==> config.mk <==
export PLATFORM = sky130hd
export DESIGN_NAME = bus_err_monitor
export DESIGN_NICKNAME = d
export VERILOG_FILES = /design/src/rtl/bem_pkg.sv /design/src/rtl/bem_status.sv /design/src/rtl/bem_addr_hold.sv /design/src/rtl/bem_regif.sv /design/src/rtl/bus_err_monitor.sv
export SDC_FILE = /design/constraint.sdc
export NUM_CORES = 1
export LEC_CHECK = 0
export CAP_MARGIN = 20
export CORE_MARGIN = 2
export CORE_UTILIZATION = 41
export CTS_CLUSTER_DIAMETER = 40
export DETAILED_ROUTE_END_ITERATION = 8
export PLACE_DENSITY_LB_ADDON = 0.15
export SYNTH_ARGS = -nofsm -noshare
export SYNTH_HDL_FRONTEND = slang
export SYNTH_SLANG_ARGS = --single-unit
export TNS_END_PERCENT = 5
==> constraint.sdc <==
create_clock -name clk -period 2.5 [get_ports clk]
set_input_delay 0.5 -clock clk [delete_from_list [all_inputs] [get_ports clk]]
set_output_delay 0.5 -clock clk [all_outputs]
set_load 0.005 [all_outputs]
==> src/rtl/bem_pkg.sv <==
package bem_pkg;

    // Field positions inside the control word (software-visible layout)
    localparam int unsigned STAT_LSB = 0;
    localparam int unsigned MASK_LSB = 8;
    localparam int unsigned CLR_LSB  = 16;

    // Source index order (status, mask and clear fields share it)
    typedef enum logic [1:0] {
        SRC_SYS_ERR  = 2'd0,
        SRC_PAR_ERR  = 2'd1,
        SRC_MST_ABRT = 2'd2,
        SRC_TGT_ABRT = 2'd3
    } err_src_e;

endpackage

==> src/rtl/bem_status.sv <==
module bem_status #(
    parameter int unsigned N_SRC = 4
) (
    input  logic             clk,
    input  logic             rst_n,
    input  logic [N_SRC-1:0] evt_i,
    input  logic [N_SRC-1:0] clr_i,
    input  logic             mask_we_i,
    input  logic [N_SRC-1:0] mask_wdata_i,
    output logic [N_SRC-1:0] status_o,
    output logic [N_SRC-1:0] mask_o,
    output logic             irq_o
);

    typedef struct packed {
        logic [N_SRC-1:0] status;
        logic [N_SRC-1:0] mask;
    } state_t;

    state_t state_d, state_q;

    always_comb begin
        state_d = state_q;
        if (mask_we_i) begin
            state_d.mask = mask_wdata_i;
        end
        for (int i = 0; i < N_SRC; i++) begin
            // a new event outranks a clear in the same cycle
            if (evt_i[i]) begin
                state_d.status[i] = 1'b1;
            end else if (clr_i[i]) begin
                state_d.status[i] = 1'b0;
            end
        end
    end

    always_ff @(posedge clk or negedge rst_n) begin
        if (!rst_n) begin
            state_q <= '{status: '0, mask: '1};
        end else begin
            state_q <= state_d;
        end
    end

    assign status_o = state_q.status;
    assign mask_o   = state_q.mask;
    assign irq_o    = |(state_q.status & ~state_q.mask);

endmodule

==> src/rtl/bem_addr_hold.sv <==
module bem_addr_hold #(
    parameter int unsigned AW = 32
) (
    input  logic          clk,
    input  logic          rst_n,
    input  logic          any_evt_i,
    input  logic [AW-1:0] addr_i,
    input  logic          rd_clr_i,
    output logic [AW-1:0] held_o
);

    typedef struct packed {
        logic [AW-1:0] addr;
    } state_t;

    state_t state_d, state_q;

    logic empty;
    assign empty = (state_q.addr == '0);

    always_comb begin
        state_d = state_q;
        if (any_evt_i && (empty || rd_clr_i)) begin
            state_d.addr = addr_i;
        end else if (rd_clr_i) begin
            state_d.addr = '0;
        end
    end

    always_ff @(posedge clk or negedge rst_n) begin
        if (!rst_n) begin
            state_q <= '{addr: '0};
        end else begin
            state_q <= state_d;
        end
    end

    assign held_o = state_q.addr;

endmodule

==> src/rtl/bem_regif.sv <==
module bem_regif #(
    parameter int unsigned N_SRC     = 4,
    parameter int unsigned AW        = 32,
    parameter int unsigned DW        = 32,
    parameter int unsigned OFS_W     = 8,
    parameter int unsigned CTRL_OFS  = 8'h18,
    parameter int unsigned EADDR_OFS = 8'h1C
) (
    input  logic             sel_i,
    input  logic             wr_i,
    input  logic             rd_i,
    input  logic [OFS_W-1:0] ofs_i,
    input  logic [DW-1:0]    wdata_i,
    input  logic [N_SRC-1:0] status_i,
    input  logic [N_SRC-1:0] mask_i,
    input  logic [AW-1:0]    held_i,
    output logic [N_SRC-1:0] clr_o,
    output logic             mask_we_o,
    output logic [N_SRC-1:0] mask_wdata_o,
    output logic             rd_clr_o,
    output logic [DW-1:0]    rdata_o
);

    import bem_pkg::*;

    localparam logic [OFS_W-1:0] CTRL_SEL  = OFS_W'(CTRL_OFS);
    localparam logic [OFS_W-1:0] EADDR_SEL = OFS_W'(EADDR_OFS);

    logic hit_ctrl, hit_eaddr, wr_ctrl;
    assign hit_ctrl  = sel_i && (ofs_i == CTRL_SEL);
    assign hit_eaddr = sel_i && (ofs_i == EADDR_SEL);
    assign wr_ctrl   = hit_ctrl && wr_i;

    assign mask_we_o    = wr_ctrl;
    assign mask_wdata_o = wdata_i[MASK_LSB +: N_SRC];
    assign rd_clr_o     = hit_eaddr && rd_i;

    for (genvar gi = 0; gi < N_SRC; gi++) begin : g_clr
        assign clr_o[gi] = wr_ctrl && wdata_i[CLR_LSB + gi];
    end

    logic [DW-1:0] ctrl_word, eaddr_word;
    always_comb begin
        ctrl_word = '0;
        ctrl_word[STAT_LSB +: N_SRC] = status_i;
        ctrl_word[MASK_LSB +: N_SRC] = mask_i;
        eaddr_word = '0;
        eaddr_word[AW-1:0] = held_i;
    end

    always_comb begin
        rdata_o = '0;
        if (rd_i && hit_ctrl) begin
            rdata_o = ctrl_word;
        end else if (rd_i && hit_eaddr) begin
            rdata_o = eaddr_word;
        end
    end

    logic unused_wbits;
    assign unused_wbits = ^{wdata_i[STAT_LSB +: N_SRC], wdata_i[DW-1:CLR_LSB+N_SRC],
                            wdata_i[CLR_LSB-1:MASK_LSB+N_SRC], wdata_i[MASK_LSB-1:STAT_LSB+N_SRC]};

endmodule

==> src/rtl/bus_err_monitor.sv <==
module bus_err_monitor #(
    parameter int unsigned N_SRC     = 4,
    parameter int unsigned AW        = 32,
    parameter int unsigned DW        = 32,
    parameter int unsigned OFS_W     = 8,
    parameter int unsigned CTRL_OFS  = 8'h18,
    parameter int unsigned EADDR_OFS = 8'h1C
) (
    input  logic             clk,
    input  logic             rst_n,
    input  logic [N_SRC-1:0] err_evt_i,
    input  logic [AW-1:0]    txn_addr_i,
    input  logic             reg_sel_i,
    input  logic             reg_wr_i,
    input  logic             reg_rd_i,
    input  logic [OFS_W-1:0] reg_ofs_i,
    input  logic [DW-1:0]    reg_wdata_i,
    output logic [DW-1:0]    reg_rdata_o,
    output logic             err_irq_o
);

    logic [N_SRC-1:0] status, mask, clr, mask_wdata;
    logic             mask_we, rd_clr, any_evt;
    logic [AW-1:0]    held;

    assign any_evt = |err_evt_i;

    bem_status #(.N_SRC(N_SRC)) u_status (
        .clk          (clk),
        .rst_n        (rst_n),
        .evt_i        (err_evt_i),
        .clr_i        (clr),
        .mask_we_i    (mask_we),
        .mask_wdata_i (mask_wdata),
        .status_o     (status),
        .mask_o       (mask),
        .irq_o        (err_irq_o)
    );

    bem_addr_hold #(.AW(AW)) u_addr (
        .clk       (clk),
        .rst_n     (rst_n),
        .any_evt_i (any_evt),
        .addr_i    (txn_addr_i),
        .rd_clr_i  (rd_clr),
        .held_o    (held)
    );

    bem_regif #(
        .N_SRC     (N_SRC),
        .AW        (AW),
        .DW        (DW),
        .OFS_W     (OFS_W),
        .CTRL_OFS  (CTRL_OFS),
        .EADDR_OFS (EADDR_OFS)
    ) u_regif (
        .sel_i        (reg_sel_i),
        .wr_i         (reg_wr_i),
        .rd_i         (reg_rd_i),
        .ofs_i        (reg_ofs_i),
        .wdata_i      (reg_wdata_i),
        .status_i     (status),
        .mask_i       (mask),
        .held_i       (held),
        .clr_o        (clr),
        .mask_we_o    (mask_we),
        .mask_wdata_o (mask_wdata),
        .rd_clr_o     (rd_clr),
        .rdata_o      (reg_rdata_o)
    );

endmodule

Yosys cells after proc, flatten, opt, wreduce, memory -nomap -nowiden
Index checks and enable logic that the tools add are counted.
Operators by class
  $add $sub $neg: 0
  $mul: 0
  div/mod/pow operators: 0
  $lt $le $gt $ge: 0
  eq/ne operators: 2
  shift-type cells: 0
  mux-type cells: 12
  bitwise operators: 2
  reductions and logical operators: 19
Operators by type and width (number)
  32-bit 2-to-1 mux: 4
  32-bit zero test: 1
  8-bit by 5-bit equality test with 1-bit output (second input constant): 2
  1-bit logical AND: 10
  2-bit nonzero test: 5
  1-bit 2-to-1 mux: 8
  4-bit OR reduction: 2
  4-bit bitwise AND: 1
  4-bit inverter: 1
  1-bit logical OR: 1
Storage, ports and cells
  register bits after elaboration: 40
  bits in latches: 0
  memory bits (writable): 0
  bits in read-only memories: 0
  bits of input ports: 81
  output and inout bits: 33
  memories kept: 0

Depth between registers and ports, before layout
  depth after elaboration: 6
  gate-level depth with buffers: 6
  gate-level depth less buffers: 4

By module
Synthesis repeated with hierarchy kept, for this count alone.
Second synthesis, totals
  cells, all modules: 308
  area total of the unflattened synthesis: 2665.1 um^2
By module, submodules not included
  bem_addr_hold: times used 1, cells an instance 186, area an instance 1597.8 um^2, sequential area each 800.8 um^2
  bem_regif: times used 1, cells an instance 97, area an instance 737.0 um^2, sequential area each 0.0 um^2
  bem_status: times used 1, cells an instance 24, area an instance 322.8 um^2, sequential area each 205.2 um^2
  bus_err_monitor: times used 1, cells an instance 1, area an instance 7.5 um^2, sequential area each 0.0 um^2

Least setup slack after synthesis
OpenSTA, ideal clock, no wires.
  path type: in2out
  from: in reg_ofs_i[5]
  to: out reg_rdata_o[10]
  arrival time: 1.770 ns
  slack: 0.230 ns
  stages: 4
  path buffers: 1
  cell sequence: or4b_4 -> nor3_4 -> buf_2 -> a22o_1
Between the ends
  cells in the longest elaborated chain, start to end: 5
  elaborated cells between the ends (all ways): 8
  those cells by class: eq/ne (2); mux (2); reduce/logical (4)
RTL lines
  from (decl): RTL line bus_err_monitor.sv:16  | input logic [OFS_W-1:0] reg_ofs_i,
  8-bit by 5-bit equality test with 1-bit output: RTL line bem_regif.sv:31  | assign hit_eaddr = sel_i && (ofs_i == EADDR_SEL);
  1-bit logical AND: RTL line bem_regif.sv:31
  1-bit logical AND: RTL line bem_regif.sv:55  | end else if (rd_i && hit_eaddr) begin
  32-bit 2-to-1 mux: RTL line bem_regif.sv:55
  32-bit 2-to-1 mux (*): RTL line bem_regif.sv:53  | if (rd_i && hit_ctrl) begin
  to (decl): RTL line bus_err_monitor.sv:18  | output logic [DW-1:0] reg_rdata_o,
Every way passes the cells marked *; elsewhere a longest branch is shown, timed or not.

Final worst setup path
  from: in reg_ofs_i[6]
  to: out reg_rdata_o[20]
The elaborated chain is that of the path after synthesis.

==> summary by stage <==
STA
The final worst-path cycle share is 1.02. The count of final hold-check violations is 0. The final hold slack is ~0.33 ns. Headroom to the max-slew limit came out at 0.404. The worst-margin pin slew is around 0.89 ns. Once routing completed, OpenROAD measured the worst setup slack at -0.0579 ns. The clock arrives with approximately 0.0086 ns of skew.

Setup repair after global routing could not meet its margin everywhere. The routed design could run at a clock period as short as 2.56 ns. The summed negative setup slack over all endpoints is -0.466 ns. Setup violations remaining at the end of the flow were counted as 15. The max-slew violation count is 0. Derived from the worst setup path, the maximum achievable clock frequency is between 300 and 400 MHz.

Synth
The library cell with the highest instance count after synthesis is nand2_1. The count of unique library cells instantiated by Yosys is 29. Counting every net in the synthesized netlist gives about 340.

After synthesis, the cell types taking the most area are dfrtp_1 (38%), nand2_1 (9.8%), o211ai_1 (7.1%), nand3_1 (6.8%), and2_1 (6.4%). The post-synthesis cell count is 262. For this run, the leading register cell type out of synthesis is dfrtp_1. After synthesis, the most frequently instantiated cells are nand2_1 (61), dfrtp_1 (36), nand3_1 (32). For this run, the register share of the synthesized area comes to 0.430. The number of warning messages in the yosys log is 0. The share of async-settable or async-resettable flops after synthesis is 1.00. The synthesized design contains 0 enable-type register cells. The average size of a mapped cell is 8.94 um2. The area fraction of the dominant cell type after synthesis is 0.385. Of all cell types, the one taking the most synthesized area is dfrtp_1. The total of flip-flops plus latches after synthesis is 40. The netlist area before placement is 2340 um2.

Global routing
The total overflow left after global routing is 0. The wire length of the first global-routing pass is between 10000 and 15000 um. The via count of the first global-routing pass is about 2500. The number of antenna violations at the first check in global routing is 0. The aggregate global-route resource usage is 0.236. Entering global routing, the biggest net connects 45 pins.

Pwr
Across the VDD grid, the largest voltage drop is between 0.0002 and 0.0003 V. The power density over the cells is 446 nW/um2. The leakage dissipation is between 1.5 and 2 nW.

Critical path
The worst setup path is captured at a primary output. The data required time at the worst endpoint is roughly 2.0 ns. The worst setup path is of the in2out kind. Measured in cells, the most critical reg-to-reg path has a length of 4. STA classifies the critical path startpoint as an input port.

Data arrives at the worst endpoint at roughly 2 ns. The worst-path maximum fanout is 8.

CTS
The number of buffers created by CTS is 5. At the later pin of the worst-skew pair, clock insertion delay measures approximately 0.29 ns. After clock tree synthesis, the clock-pin slew on the worst setup and hold paths is 0.08 ns. The clock sink count is 40. The H-tree depth is 2.

The cell at the root of the clock tree is clkbuf_8. TritonCTS built the clock tree. The post-cts hold buffer count is 0.

The largest buffer count on any clock path is 2.

Placement
The final weighted congestion of routability-driven global placement is 0.790. The count of input and output buffers is just under 90. The post-DP HPWL is about 4600 um.

Min path
The tightest min-delay check is of the in2async type.

Route
Dividing the detail-routed wire length by the instance count gives about 16 um. The via count is between 2000 and 2500. The first-pass iteration count of the detailed router is 4. In the routed design, unresolved DRC markers number 0. The first routing iteration left approximately 160 violations. The post-route antenna net violation count is 0.

The vias per cell is between 5 and 6. The routed design has about 7100 um of wire.

Die
The starting utilization of the core area is 0.425. The number of placed I/O pins is around 110. The die is about 80 um wide.

The height of the die is 79.6 um. The total area inside the core boundary comes to ~5500 um2. The die covers approximately 6300 um2. The total number of placement rows is 27.

Final layout
The fraction of final layout cells with drive strength greater than 1 is 0.331. Once layout is complete, the utilization of the core stands at 0.674. The number of antenna diodes in the final layout is 0.

Relative to the synthesized area, the layout overhead comes to 58.5%. The count of nets after finishing is about 460. Counting the fill cells in the layout gives around 440.

Run status
The run finished, with violations left. The final reports fail on setup timing.

Run
The number of max-cap violations is 0.
==> layout by cell type (no fill, tap or decap), drive strengths merged, types with 4 or more instances in the layout <==
master,instances
dfrtp,36
a21o,4
and2,24
clkbuf,11
inv,6
nor4,10
buf,71
nand2,71
clkdlybuf4s50,48
nand3,32
o211ai,32
dfstp,4
a22o,8
==> where the power goes <==
part	internal (mW)	switching, mW	leakage, nW	total (mW)
logic	0.120	0.0836	1.22	0.204
clock network	0.499	0.235	0.0784	0.734
registers	0.685	0.0337	0.455	0.719
==> worst max-delay path: stages <==
cell and delay (ns):
buf_6 0.09, or4b_4 0.54, buf_6 0.14, nor3_4 0.15, buf_6 0.13, buf_6 0.08, buf_6 0.10, buf_16 0.11
and2_4 0.13, buf_6 0.08
==> what timing repair did <==
action | 4_1_cts | 5_1_grt
gates resized for setup | 158 | 14
buffers inserted | 18 | 2
setup endpoints to repair | 32 | 29
gates cloned | 2 | 0
pin swaps | 19 | 6
==> metal layers <==
| metal | share of wire | wire length [um] | up-vias | GRT usage |
|---|---|---|---|---|
| li1 | - | - | 1154 | - |
| met1 | 0.41 | 2940 | 1140 | 0.299 |
| met2 | 0.50 | 3580 | 91 | 0.404 |
| met3 | 0.076 | 537 | 4 | 0.0611 |
| met4 | 0.0076 | 54 | 0 | 0.0552 |
| met5 | 0 | 0 | - | 0 |
==> path summary, 6_finish.rpt <==
check | start | end | slack, ns
worst max register to register | u_addr.held_o[5] | u_addr.held_o[11] | 0.53
worst min-delay path | rst_n | u_addr.held_o[16] | 0.33
max in group asynchronous | rst_n | u_addr.held_o[28] | 1.61
worst max-delay path | reg_ofs_i[6] | reg_rdata_o[20] | -0.06
worst min register to register | u_status.status_o[0] | u_status.status_o[0] | 0.53
min in group clk | u_status.status_o[0] | u_status.status_o[0] | 0.53
==> final cells by class <==
type,count,area (um2),area share
clock inverter,3,90.1,0.0243
sequential,40,1010,0.271
inverter,6,22.5,0.00607
timing repair buffer,129,1190,0.321
clock buffer,5,68.8,0.0185
tap,72,90.1,0.0243
multi-input combinational,195,1240,0.335
==> sequential cells by signal, indices dropped and copies added, names as in the netlist <==
register	count
u_status.status_o	4
u_status.mask_o	4
u_addr.held_o	32
==> stage by stage <==
stage	setup WS (ns)	instance area, um2	power (mW)	cells
after global placement	-0.601	3360	0.924	420
after detailed placement	-0.619	3360	0.930	420
after floorplan	0.230	2340	0.792	262
final	-0.0579	3710	1.66	450
after CTS	-0.103	3710	1.67	448
after global routing	-0.135	3710	1.72	450
==> kinds of logic after synthesis <==
kind of cell / after synthesis / synth area share
muxes: 2 / 0.00962
AOI/OAI and AO/OA: 48 / 0.178
DFF: 40 / 0.430
buffers and inverters: 27 / 0.0583
and+or+nand+nor: 145 / 0.324
Note: power is estimated with default switching activity, not from simulation.
